**src/rtl/cdec_pkg.sv**
```systemverilog
package cdec_pkg;
   localparam int ADDR_W = 32;

   function automatic int win_width(input int shr, input int shl);
      return (ADDR_W - 1 - shl) - shr;
   endfunction
endpackage

```
**src/rtl/cdec_field.sv**
```systemverilog
module cdec_field #(
   parameter int SHR   = 10,
   parameter int SHL   = 0,
   localparam int WIN  = cdec_pkg::win_width(SHR, SHL),
   localparam int TOP  = SHR + WIN - 1
) (
   input  logic [cdec_pkg::ADDR_W-1:0] addr,
   output logic [WIN-1:0]              comp,
   output logic [SHR-1:0]              low
);
   logic unused_hi;

   assign comp = addr[TOP:SHR];
   assign low  = addr[SHR-1:0];
   assign unused_hi = ^addr[cdec_pkg::ADDR_W-1:TOP+1];
endmodule

```
**src/rtl/cdec_match.sv**
```systemverilog
module cdec_match #(
   parameter int WIN     = 21,
   parameter int START_C = 4,
   parameter int END_C   = 5
) (
   input  logic [WIN-1:0] comp,
   output logic           hit
);
   localparam logic [WIN-1:0] LO = START_C[WIN-1:0];
   localparam logic [WIN-1:0] HI = END_C[WIN-1:0];

   generate
      if (START_C == END_C) begin : g_single
         assign hit = (comp == LO);
      end else if (START_C == 0) begin : g_from_zero
         assign hit = (comp <= HI);
      end else begin : g_range
         assign hit = (comp >= LO) && (comp <= HI);
      end
   endgenerate
endmodule

```
**src/rtl/cdec_offset.sv**
```systemverilog
module cdec_offset #(
   parameter int SHR     = 10,
   parameter int WIN     = 21,
   parameter int START_C = 4,
   localparam int PAD    = cdec_pkg::ADDR_W - WIN - SHR
) (
   input  logic [WIN-1:0]              comp,
   input  logic [SHR-1:0]              low,
   input  logic                        hit,
   output logic [cdec_pkg::ADDR_W-1:0] off
);
   localparam logic [WIN-1:0] LO = START_C[WIN-1:0];
   logic [WIN-1:0] rel;

   assign rel = comp - LO;
   assign off = hit ? {{PAD{1'b0}}, rel, low} : '0;
endmodule

```
**src/rtl/comp_decoder.sv**
```systemverilog
module comp_decoder #(
   parameter int SHIFT_RIGHT = 10,
   parameter int SHIFT_LEFT  = 0,
   parameter int START_C     = 4,
   parameter int END_C       = 5,
   parameter int DATA_W      = 32
) (
   input  logic [31:0]       bus_addr,
   input  logic              bus_wr,
   input  logic              bus_rd,
   input  logic [DATA_W-1:0] rsrc_rdata,
   output logic              sel,
   output logic [31:0]       rsrc_off,
   output logic              rsrc_wr,
   output logic              rsrc_rd,
   output logic [DATA_W-1:0] bus_rdata
);
   localparam int WIN   = cdec_pkg::win_width(SHIFT_RIGHT, SHIFT_LEFT);
   localparam int NCOMP = END_C - START_C + 1;
   localparam longint SPAN = longint'(NCOMP) << SHIFT_RIGHT;

   generate
      if (END_C < START_C) begin : g_bad_range
         $error("comp_decoder: END_C below START_C");
      end
      if (WIN < 1 || SHIFT_RIGHT < 1) begin : g_bad_window
         $error("comp_decoder: empty decode window");
      end
   endgenerate

   logic [WIN-1:0]         comp;
   logic [SHIFT_RIGHT-1:0] low;
   logic                   hit;

   cdec_field #(.SHR(SHIFT_RIGHT), .SHL(SHIFT_LEFT)) u_field (
      .addr(bus_addr), .comp(comp), .low(low)
   );

   cdec_match #(.WIN(WIN), .START_C(START_C), .END_C(END_C)) u_match (
      .comp(comp), .hit(hit)
   );

   cdec_offset #(.SHR(SHIFT_RIGHT), .WIN(WIN), .START_C(START_C)) u_off (
      .comp(comp), .low(low), .hit(hit), .off(rsrc_off)
   );

   assign sel       = hit;
   assign rsrc_wr   = bus_wr & hit;
   assign rsrc_rd   = bus_rd & hit;
   assign bus_rdata = hit ? rsrc_rdata : '0;

   always_comb begin
      AST_WR_GATED:    assert (!rsrc_wr || (sel && bus_wr));
      AST_RD_GATED:    assert (!rsrc_rd || (sel && bus_rd));
      AST_RDATA_QUIET: assert (sel || bus_rdata == '0);
      AST_OFF_SPAN:    assert (!sel || longint'(rsrc_off) < SPAN);
      AST_OFF_LOW:     assert (!sel || rsrc_off[SHIFT_RIGHT-1:0] == bus_addr[SHIFT_RIGHT-1:0]);
   end
endmodule

```
**config.mk**
```make
export PLATFORM = sky130hd
export DESIGN_NAME = comp_decoder
export DESIGN_NICKNAME = d
export VERILOG_FILES = /design/src/rtl/cdec_pkg.sv /design/src/rtl/cdec_field.sv /design/src/rtl/cdec_match.sv /design/src/rtl/cdec_offset.sv /design/src/rtl/comp_decoder.sv
export SDC_FILE = /design/constraint.sdc
export NUM_CORES = 1
export LEC_CHECK = 0
export BUFFER_PORTS_ARGS = -buffer_cell sky130_fd_sc_hd__buf_2
export CORE_MARGIN = 5
export CORE_UTILIZATION = 28
export DETAILED_ROUTE_END_ITERATION = 7
export PLACE_DENSITY = 0.9
export SLEW_MARGIN = 30
export SYNTH_ARGS = -nofsm -noshare
export SYNTH_HDL_FRONTEND = slang
export SYNTH_SLANG_ARGS = --single-unit
export TNS_END_PERCENT = 10
```
**constraint.sdc**
```tcl
create_clock -name vclk -period 3.85
set_input_delay 0 -clock vclk [all_inputs]
set_output_delay 0 -clock vclk [all_outputs]
set_load 0.01 [all_outputs]
```
* Word level (Yosys, flattened, before mapping)
Cells that the tools add are included.
Operators by class: add/sub/neg operators 1, $lt $le $gt $ge 2, multiplexer cells 2, bitwise operators 2, reduce and logical (&&, ||, !) cells 1
Operators with widths (number):
- two-way mux 32 bit | 1
- two-way mux 31 bit | 1
- >= comparator 21 x 3 -> 1 bit (second input constant) | 1
- less-or-equal comparator 21 x 3 -> 1 bit (second input constant) | 1
- subtractor 21 x 3 -> 21 bit (second input constant) | 1
- AND 1 bit | 2
- logical AND 1 bit | 1
Storage, ports and cells: bits in registers 0, input bits 66, output and inout port bits 67, word-level logic and storage cells 8

* Logic depth before layout (Yosys ltp)
Gate-level depths: netlist of the first run.
depth in word-level cells 3, gate-level depth with buffers 8, mapped depth without buffers 6

* Cells and area by module
A second synthesis of the first run with hierarchy kept.
Unflattened totals: cells, all modules 161, area total of the unflattened synthesis 1119.8 um^2
By module, submodules not included:
- cdec_offset | instances 1, cells an instance 85, area each 551.8 um^2, sequential area each 0.0 um^2
- comp_decoder | instances 1, cells an instance 37, area each 270.3 um^2, sequential area each 0.0 um^2
- cdec_field | instances 1, cells an instance 31, area each 232.7 um^2, sequential area each 0.0 um^2
- cdec_match | instances 1, cells an instance 8, area each 65.1 um^2, sequential area each 0.0 um^2

* Least setup slack after synthesis of the first run
No wires, ideal clock.
path type input to output, start input bus_addr[13], end output rsrc_off[21], arrival 1545 ps, path slack 2305 ps, stages on the path 8, path buffers 2, path through clkbuf_1 -> inv_1 -> ha_1 -> nand2b_1 -> nand3_1 -> nor4_4 -> buf_4 -> nor4b_2
Between the ends: cells in the longest elaborated chain, start to end 3
Ends and longest elaborated chain:
- from (decl) | RTL line comp_decoder.sv:8 | input logic [31:0] bus_addr,
- >= comparator 21 x 3 -> 1 bit or less-or-equal comparator 21 x 3 -> 1 bit (tied branches) | RTL line cdec_match.sv:18 | assign hit = (comp >= LO) && (comp <= HI);
- logical AND 1 bit | RTL line cdec_match.sv:18
- two-way mux 31 bit (*) | RTL line cdec_offset.sv:16 | assign off = hit ? {{PAD{1'b0}}, rel, low} : '0;
- to (decl) | RTL line comp_decoder.sv:13 | output logic [31:0] rsrc_off,
Mark *: on every way between the ends. The rest lies on a longest branch, timed or not.

* Worst setup path after layout of the first run
start input bus_addr[12], end output rsrc_off[15]
Same word-level chain as after synthesis.

==> run_results.csv, run 1 <==
group,metric,value,unit
cts,cts_setup_buffers,0,
timing,slew_headroom,43.7,%
outcome,status,"finished, final reports clean",
hold_path,hold_path_depth,3,
place,gp_congestion,0.675,
final_layout,nNetsFinal,286,
die,die_height,58.3,µm
final_layout,design.seq.count,0,
synthesis,seq_area_frac_synth,0,%
worst_setup_path,crit_chain,"buf_2 -> ha_1 -> nand2b_1 -> nand3_1 -> nor4_4 -> buf_4 -> nor4b_1 -> buf_2",
timing,period_minus_slack,2.29,ns
global_routing,grt_pass1_vias,993,
worst_setup_path,crit_type,"input port to output port",
die,io_pins,133,
place,io_buffers,130,
worst_setup_path,path_max_fanout,40,
worst_setup_path,cpMostUsedCell,"buf_2",
worst_setup_path,cp-start-kind,"input port",
worst_setup_path,critPathRequiredTime,3.85,ns
worst_setup_path,crit_buf_inv,3,
worst_setup_path,worst_ep_arrival_time,2.29,ns
worst_setup_path,crit_path_top_delay_cell,"nor4_4",
timing,finalHoldViolCount,0,
final_layout,final.clkbuf_count,0,
place,dpl.cell_count,244,
detailed_routing,totalWireLength,2970,µm
detailed_routing,antenna_left,0,
global_routing,grt_antenna_before_repair,0,
hold_path,min_from,"rsrc_rdata[4]",
synthesis,synth_area,652,µm²
cts,cts_resized,0,
detailed_routing,drt_iter0_drc,25,
final_layout,drive_above_1_share,63.4,%
run,maxCapViolCount,0,
hold_path,min_to,"bus_rdata[4]",
cts,hold_buffers,0,
timing,rsz0062_at_grt,"false",
global_routing,grt_max_degree,41,
die,dieArea,0.00339,mm²
detailed_routing,firstDrtPassIters,4,
detailed_routing,drc,0,
timing,setup-tns-final,0,ns
timing,setup-violations-final,0,
die,start_util,29.5,%
final_layout,areaGrowthSynthToFinish,97.3,%
die,core_area,0.00221,mm²
final_layout,fill_cells,230,
detailed_routing,post_drt_wl_per_cell,12.2,µm
timing,fmax,437,MHz
hold_path,min_path_type,"input port to output port",
global_routing,grt.total_usage,15.7,%
synthesis,syn_inst,95,
timing,fin_crit_sh,59.4,%
final_layout,final_cells,244,
global_routing,grt_overflow_total,0,
place,dp_hpwl,2620,µm
timing,tightest_slew,0.838,ns
power,leakage,0.889,nW
detailed_routing,vias,1066,
final_layout,regArea,0,µm²
detailed_routing,viasPerCell,4.37,
synthesis,yosys_warnings,0,
global_routing,grt_pass1_wl,4390,µm
power,ir_drop,0.0303,mV
final_layout,n_antenna_cell,0,
synthesis,syn_avg_cell_area,6.86,µm²
worst_setup_path,critical-path-max-stage-delay,0.77,ns
die,die_w,58.3,µm
worst_setup_path,setup.worst_path.end_class,"output port",
worst_setup_path,crit_family,"simple AND/OR/NAND/NOR gates",
power,p_per_area,35.0,mW/mm²
synthesis,yosysUniqueCellTypes,22,
timing,final-max-slew-violation-count,0,
worst_setup_path,cp.depth,8,
die,row_count,17,
==> synth_stat cells <==
cell type / n / area [µm²]
and2_1: 44 / 275
and3_1: 9 / 56.3
clkbuf_1: 5 / 18.8
nor4b_2: 5 / 75.1
nor4_1: 4 / 25.0
buf_4: 3 / 22.5
nand2_1: 3 / 11.3
nand2b_1: 3 / 18.8
nor4b_1: 3 / 26.3
buf_2: 2 / 10.0
ha_1: 2 / 25.0
inv_1: 2 / 7.51
a21oi_1: 1 / 5.00
and4_1: 1 / 8.76
buf_6: 1 / 11.3
conb_1: 1 / 3.75
nand3_1: 1 / 5.00
nor2_1: 1 / 3.75
nor2b_1: 1 / 6.26
nor3_1: 1 / 5.00
nor4_4: 1 / 21.3
o211a_1: 1 / 10.0
==> final cells by class <==
cell class                      count  area [µm²]  area share (%)
Inverter                            2        7.51           0.584
Multi-Input combinational cell     83         586            45.5
Tap cell                           28        35.0            2.72
Timing Repair Buffer              131         658            51.2
==> placed cells by master, fill, tap and decap left out <==
master,instances
nor4_1,4
a21oi_1,1
nor3_1,1
nor2_1,1
and3_1,9
and2_1,44
buf_4,1
o211a_1,1
ha_1,2
nor4b_2,5
nor4_4,1
and4_1,1
buf_2,130
conb_1,2
nor2b_1,1
inv_1,2
nand2b_1,3
nand2_1,3
nand3_1,1
nor4b_1,3
==> worst max path at each step <==
stage	startpoint	end
floorplan	bus_addr[13]	rsrc_off[21]
global placement	bus_addr[12]	rsrc_off[17]
detailed placement	bus_addr[12]	rsrc_off[15]
CTS	bus_addr[12]	rsrc_off[15]
global route	bus_addr[12]	rsrc_off[15]
finish	bus_addr[12]	rsrc_off[15]
==> routing by layer <==
metal | wire, µm | GRT usage (%) | vias up
met5 | 0 | 0 | -
met4 | 44 | 2.32 | 0
met3 | 302 | 2.90 | 4
met2 | 1630 | 30.5 | 66
met1 | 991 | 18.0 | 441
li1 | - | - | 555
==> kinds of logic after synthesis <==
logic type,count (synthesis),share of synthesized area [%]
adder cells (fa/ha/maj),2,3.84
AND/OR/NAND/NOR,77,82.5
buffers and inverters,13,10.7
other,1,0.575
AO/OA/AOI/OAI,2,2.30
==> report_power, final <==
group / leakage [nW] / internal [W] / switching [W]
logic: 0.889 / 0.0000261 / 0.0000189
registers: 0 / 0 / 0
clock network: 0 / 0 / 0
total: 0.889 / 0.0000261 / 0.0000189
==> per-stage QoR <==
stage	hold slack (ns)	worst slack (ns)	area, µm²	utilization, %	power, W
2_1_floorplan	0.119	2.30	656	-	0.0000154
3_3_place_gp	0.284	1.59	1290	58.1	0.0000438
3_5_place_dp	0.285	1.54	1290	58.1	0.0000451
4_1_cts	0.286	1.52	1290	58.1	0.0000453
5_1_grt	0.297	1.21	1290	58.1	0.0000514
6_report	0.285	1.56	1290	58.1	0.0000450
==> worst min-delay path: stages <==
cell and delay, ns:
buf_2 0.07, and2_1 0.10, buf_2 0.12
No activity file was read; power rests on OpenSTA's default activity.
==> run 2: changes to the inputs <==
--- a/config.mk
+++ b/config.mk
@@ -5,11 +5,12 @@
 export SDC_FILE = /design/constraint.sdc
 export NUM_CORES = 1
 export LEC_CHECK = 0
+export ABC_AREA = 1
 export BUFFER_PORTS_ARGS = -buffer_cell sky130_fd_sc_hd__buf_2
 export CORE_MARGIN = 5
-export CORE_UTILIZATION = 28
+export CORE_UTILIZATION = 31
 export DETAILED_ROUTE_END_ITERATION = 7
-export PLACE_DENSITY = 0.9
+export PLACE_DENSITY = 0.81
 export SLEW_MARGIN = 30
 export SYNTH_ARGS = -nofsm -noshare
 export SYNTH_HDL_FRONTEND = slang
==> constraint.sdc (replaced) <==
create_clock -name vclk -period 2.08
set_input_delay 0 -clock vclk [all_inputs]
set_output_delay 0 -clock vclk [all_outputs]
set_load 0.01 [all_outputs]
==> run_results.csv, run 2 <==
group,metric,value,unit
worst_setup_path,setup.worst_path.end_class,"output port",
detailed_routing,viasPerCell,3.93,
synthesis,yosysTopAreaCell,"nor2_4",
power,intPower,0.0000594,W
timing,rsz0062_at_grt,"false",
detailed_routing,drt_iter0_drc,30,
final_layout,final_cells,339,
worst_setup_path,critPathRequiredTime,2.08,ns
hold_path,min_path_type,"input port to output port",
synthesis,yosys_warnings,0,
worst_setup_path,path_max_fanout,19,
final_layout,areaGrowthSynthToFinish,60.3,%
power,swShare,55.2,%
synthesis,syn_inst,168,
synthesis,seq_area_frac_synth,0,%
run,maxCapViolCount,0,
cts,cts_setup_buffers,0,
die,io_pins,133,
place,dp_hpwl,2960,µm
worst_setup_path,worst_ep_arrival_time,1.48,ns
final_layout,multi_input_area,764,µm²
synthesis,synth_top_area_share,42.1,%
die,row_count,21,
power,ir_drop,0.0437,mV
synthesis,yosysMostFrequentCell,"inv_1",
die,die_height,68.8,µm
synthesis,yosysUniqueCellTypes,16,
synthesis,yosys-top-cells-count,"inv_1 (48), nor2_1 (45), nor2_4 (40)",
detailed_routing,post_drt_wl_per_cell,9.57,µm
global_routing,grt_pass1_wl,4500,µm
die,start_util,32.1,%
outcome,status,"finished, final reports clean",
worst_setup_path,cp-start-kind,"input port",
worst_setup_path,startpoint,"bus_addr[13]",
detailed_routing,totalWireLength,3240,µm
power,p_clk_share,0,%
global_routing,grt_overflow_total,0,
place,io_buffers,130,
final_layout,stdcell_area,0.00172,mm²
power,power_frac_comb,100.0,%
timing,final-max-slew-violation-count,0,
timing,finalHoldViolCount,0,
detailed_routing,drc,0,
die,core_area,0.00334,mm²
global_routing,grt_max_degree,21,
timing,setup-violations-final,0,
detailed_routing,firstDrtPassIters,2,
global_routing,grt_antenna_before_repair,0,
power,leakage,1.14,nW
final_layout,nNetsFinal,363,
place,placed_area,0.00172,mm²
final_layout,fill_cells,330,
cts,cts_resized,0,
synthesis,synth_area,0.00107,mm²
global_routing,grt_pass1_vias,1117,
die,die_w,68.8,µm
power,p_per_area,77.2,mW/mm²
detailed_routing,antenna_left,0,
timing,setup-tns-final,0,ns
place,dpl.cell_count,339,
final_layout,drive_above_1_share,60.4,%
worst_setup_path,crit_path_end,"rsrc_off[27]",
synthesis,syn_avg_cell_area,6.38,µm²
power,power_frac_seq,0,%
power,p_sw,0.0000731,W
worst_setup_path,crit_type,"input port to output port",
cts,hold_buffers,0,
timing,period_minus_slack,1.48,ns
global_routing,grt.total_usage,11.6,%
die,dieArea,0.00473,mm²
final_layout,final_common_cell,"buf_2",
place,gp_congestion,0.769,
timing,fin_crit_sh,70.9,%
timing,tightest_slew,0.669,ns
timing,slew_headroom,55.1,%
detailed_routing,vias,1331,
final_layout,layout_common_cells,"buf_2 (130), inv_1 (48), nor2_1 (45)",
place,pre_cts_ws,0.575,ns
final_layout,design.seq.count,0,
timing,fmax,678,MHz
timing,setup_slack,0.605,ns
final_layout,n_antenna_cell,0,
synthesis,ys_top_cells_by_area,"nor2_4 (42%), inv_1 (17%), nor2_1 (16%), buf_12 (9.3%), nand2_1 (3.9%)",
final_layout,regArea,0,µm²
final_layout,final.clkbuf_count,0,
==> run 2: power groups by stage <==
stage / clock, W / combinational, W / sequential (W)
floorplan: 0 / 0.0000670 / 0
global placement: 0 / 0.000130 / 0
detailed placement: 0 / 0.000134 / 0
CTS: 0 / 0.000135 / 0
global route: 0 / 0.000150 / 0
finish: 0 / 0.000132 / 0
==> run 2: worst max-delay path: stages <==
cell     delay, ns
buf_2         0.11
inv_1         0.07
ha_1          0.17
nand3_1       0.09
nor2_1        0.11
nand3_1       0.08
nand2_1       0.11
nand2_4       0.23
buf_12        0.26
nor2_1        0.10
buf_2         0.14
==> run 2: worst min-delay path by stage <==
stage                 startpoint  depth (start not counted)            to
CTS                 bus_addr[12]                          3  rsrc_off[12]
detailed placement  bus_addr[12]                          3  rsrc_off[12]
global placement    bus_addr[12]                          3  rsrc_off[12]
finish              bus_addr[12]                          3  rsrc_off[12]
global route        bus_addr[12]                          3  rsrc_off[12]
floorplan           bus_addr[12]                          1  rsrc_off[12]
==> run 2: cells by family after synthesis <==
logic type	share of synthesized area [%]
AND/OR/NAND/NOR	66.2
other	0.350
adder cells (fa/ha/maj)	2.34
XOR/XNOR	1.64
buffers and inverters	29.4
==> run 2: cell type report <==
cell class / instances / share of cell area (%)
inverters: 49 / 10.7
well taps: 46 / 3.35
repair buffers: 133 / 41.4
multi-input cells: 111 / 44.5
==> run 2: stage by stage <==
stage          hold slack [ns]  total power [W]  utilization [%]
5_1_grt                  0.293         0.000150             51.4
4_1_cts                  0.270         0.000135             51.4
3_5_place_dp             0.269         0.000134             51.4
6_report                 0.267         0.000132             51.4
2_1_floorplan           0.0475        0.0000670                -
3_3_place_gp             0.266         0.000130             51.4
==> run 2: metal layers <==
metal  global-route usage, %  wire length [µm]  up-vias  share of wire, %
li1                        -                 -      703                 -
met1                    11.9              1060      565                33
met2                    24.9              1720       63                53
met3                    1.94               466        0                14
met4                       0                 0        0                 0
met5                       0                 0        -                 0
==> run 3: changes to the inputs <==
--- a/config.mk
+++ b/config.mk
@@ -5,12 +5,12 @@
 export SDC_FILE = /design/constraint.sdc
 export NUM_CORES = 1
 export LEC_CHECK = 0
-export ABC_AREA = 1
+export ABC_AREA = 0
 export BUFFER_PORTS_ARGS = -buffer_cell sky130_fd_sc_hd__buf_2
 export CORE_MARGIN = 5
-export CORE_UTILIZATION = 31
+export CORE_UTILIZATION = 23
 export DETAILED_ROUTE_END_ITERATION = 7
-export PLACE_DENSITY = 0.81
+export PLACE_DENSITY = 0.79
 export SLEW_MARGIN = 30
 export SYNTH_ARGS = -nofsm -noshare
 export SYNTH_HDL_FRONTEND = slang
==> constraint.sdc (replaced) <==
create_clock -name vclk -period 1.3
set_input_delay 0 -clock vclk [all_inputs]
set_output_delay 0 -clock vclk [all_outputs]
set_load 0.01 [all_outputs]
==> run_results.csv, run 3 (same netlist as run 1, synthesis figures left out) <==
group,metric,value,unit
outcome,status,"finished with violations",
outcome,violations,"setup timing",
global_routing,grt_antenna_before_repair,0,
hold_path,min_from,"rsrc_rdata[4]",
timing,period_minus_slack,1.52,ns
worst_setup_path,path_max_fanout,8,
timing,final-max-slew-violation-count,0,
final_layout,final_common_cell,"buf_2",
detailed_routing,drc,0,
detailed_routing,wl_met1,1170,µm
final_layout,nNetsFinal,308,
detailed_routing,dr_wl_met2,2050,µm
power,p_per_area,111,mW/mm²
detailed_routing,viasPerCell,4.40,
die,dieArea,0.00400,mm²
final_layout,drive_above_1_share,74.8,%
power,p_clk_share,0,%
detailed_routing,vias,1184,
detailed_routing,totalWireLength,3710,µm
global_routing,grt_pass1_wl,5730,µm
power,power_frac_seq,0,%
die,io_pins,133,
power,power_frac_comb,100.0,%
global_routing,grt.total_usage,16.8,%
power,leakage,1.06,nW
worst_setup_path,cp-start-kind,"input port",
place,pre_cts_ws,-0.318,ns
timing,finalHoldViolCount,0,
worst_setup_path,worst_ep_arrival_time,1.52,ns
timing,rsz0062_at_grt,"true",
detailed_routing,drt_iter0_drc,24,
worst_setup_path,startpoint,"bus_addr[21]",
place,gp_congestion,0.695,
detailed_routing,antenna_left,0,
timing,setup_slack,-0.225,ns
place,dpl.cell_count,258,
cts,hold_buffers,0,
die,core_area,0.00273,mm²
die,row_count,19,
worst_setup_path,critPathRequiredTime,1.30,ns
final_layout,regArea,0,µm²
hold_path,min_path_type,"input port to output port",
detailed_routing,wl_met3,461,µm
final_layout,areaGrowthSynthToFinish,174,%
power,intPower,0.000106,W
final_layout,design.seq.count,0,
global_routing,grt_overflow_total,0,
final_layout,final.clkbuf_count,0,
timing,setup-violations-final,63,
detailed_routing,post_drt_wl_per_cell,13.8,µm
die,die_w,63.2,µm
final_layout,final_util,65.3,%
timing,fin_crit_sh,117,%
power,ir_drop,0.0951,mV
global_routing,grt_max_degree,16,
power,p_total,0.000197,W
die,die_height,63.2,µm
detailed_routing,firstDrtPassIters,3,
worst_setup_path,crit_type,"input port to output port",
power,p_sw,0.0000917,W
hold_path,hold_path_depth,3,
final_layout,layout_common_cells,"buf_2 (120), and2_1 (40), buf_6 (15)",
run,maxCapViolCount,0,
timing,setup-tns-final,-10.14,ns
detailed_routing,highest_layer,"met4",
place,io_buffers,130,
final_layout,final_cells,269,
power,swShare,46.5,%
place,dp_hpwl,2770,µm
worst_setup_path,setup.worst_path.end_class,"output port",
global_routing,grt_pass1_vias,1270,
die,start_util,23.8,%
timing,fmax,656,MHz
final_layout,n_antenna_cell,0,
==> run 3: cell count changes in the layout (fill, tap and decap cells not counted), sizes merged, moves of 5 or more <==
cell / previous run / this run
nor2: 86 / 1
inv: 49 / 2
and2: 0 / 44
buf: 133 / 153
nand2: 13 / 3
and3: 0 / 9
nor4b: 0 / 8
nand3: 6 / 1
nor4: 0 / 5
==> run 3: layer usage <==
metal | track usage (%) | vias to the layer above
met5 | 0 | -
met4 | 1.56 | 0
met3 | 3.91 | 2
met2 | 36.2 | 77
met1 | 16.0 | 500
li1 | - | 605
==> run 3: critical path, stage by stage <==
cell     delay [ns]
buf_6          0.09
nor4_4         0.24
buf_4          0.16
nand3_4        0.06
nor4_4         0.31
buf_4          0.18
buf_6          0.10
buf_6          0.11
and2_1         0.13
buf_2          0.13
==> run 3: layout make-up <==
class,count,area (µm²)
fillers,248,950
repair buffers,153,962
well taps,31,38.8
multi-input cells,83,773
inverters,2,10.0
==> run 3: power groups by stage <==
stage	clock, W	sequential [W]	combinational [W]
after detailed placement	0	0	0.000174
after global routing	0	0	0.000218
after floorplan	0	0	0.0000707
after CTS	0	0	0.000190
final	0	0	0.000197
after global placement	0	0	0.000169
==> run 3: per-stage QoR <==
stage	hold slack (ns)	cell area [µm²]
after floorplan	0.119	773
after global placement	0.285	1480
after detailed placement	0.284	1480
after CTS	0.290	1760
after global routing	0.299	1780
final	0.288	1780
==> run 3: timing repair <==
item	CTS	global route
gates cloned	5	0
buffers inserted	7	1
pin swaps	20	5
hold endpoints to repair	0	0
endpoints found under the setup margin	63	65
gates resized for setup	20	14
==> run 3: worst paths after layout <==
| path | endpoint | slack [ns] |
|---|---|---|
| max | rsrc_off[6] | -0.22 |
| min | bus_rdata[4] | 0.29 |
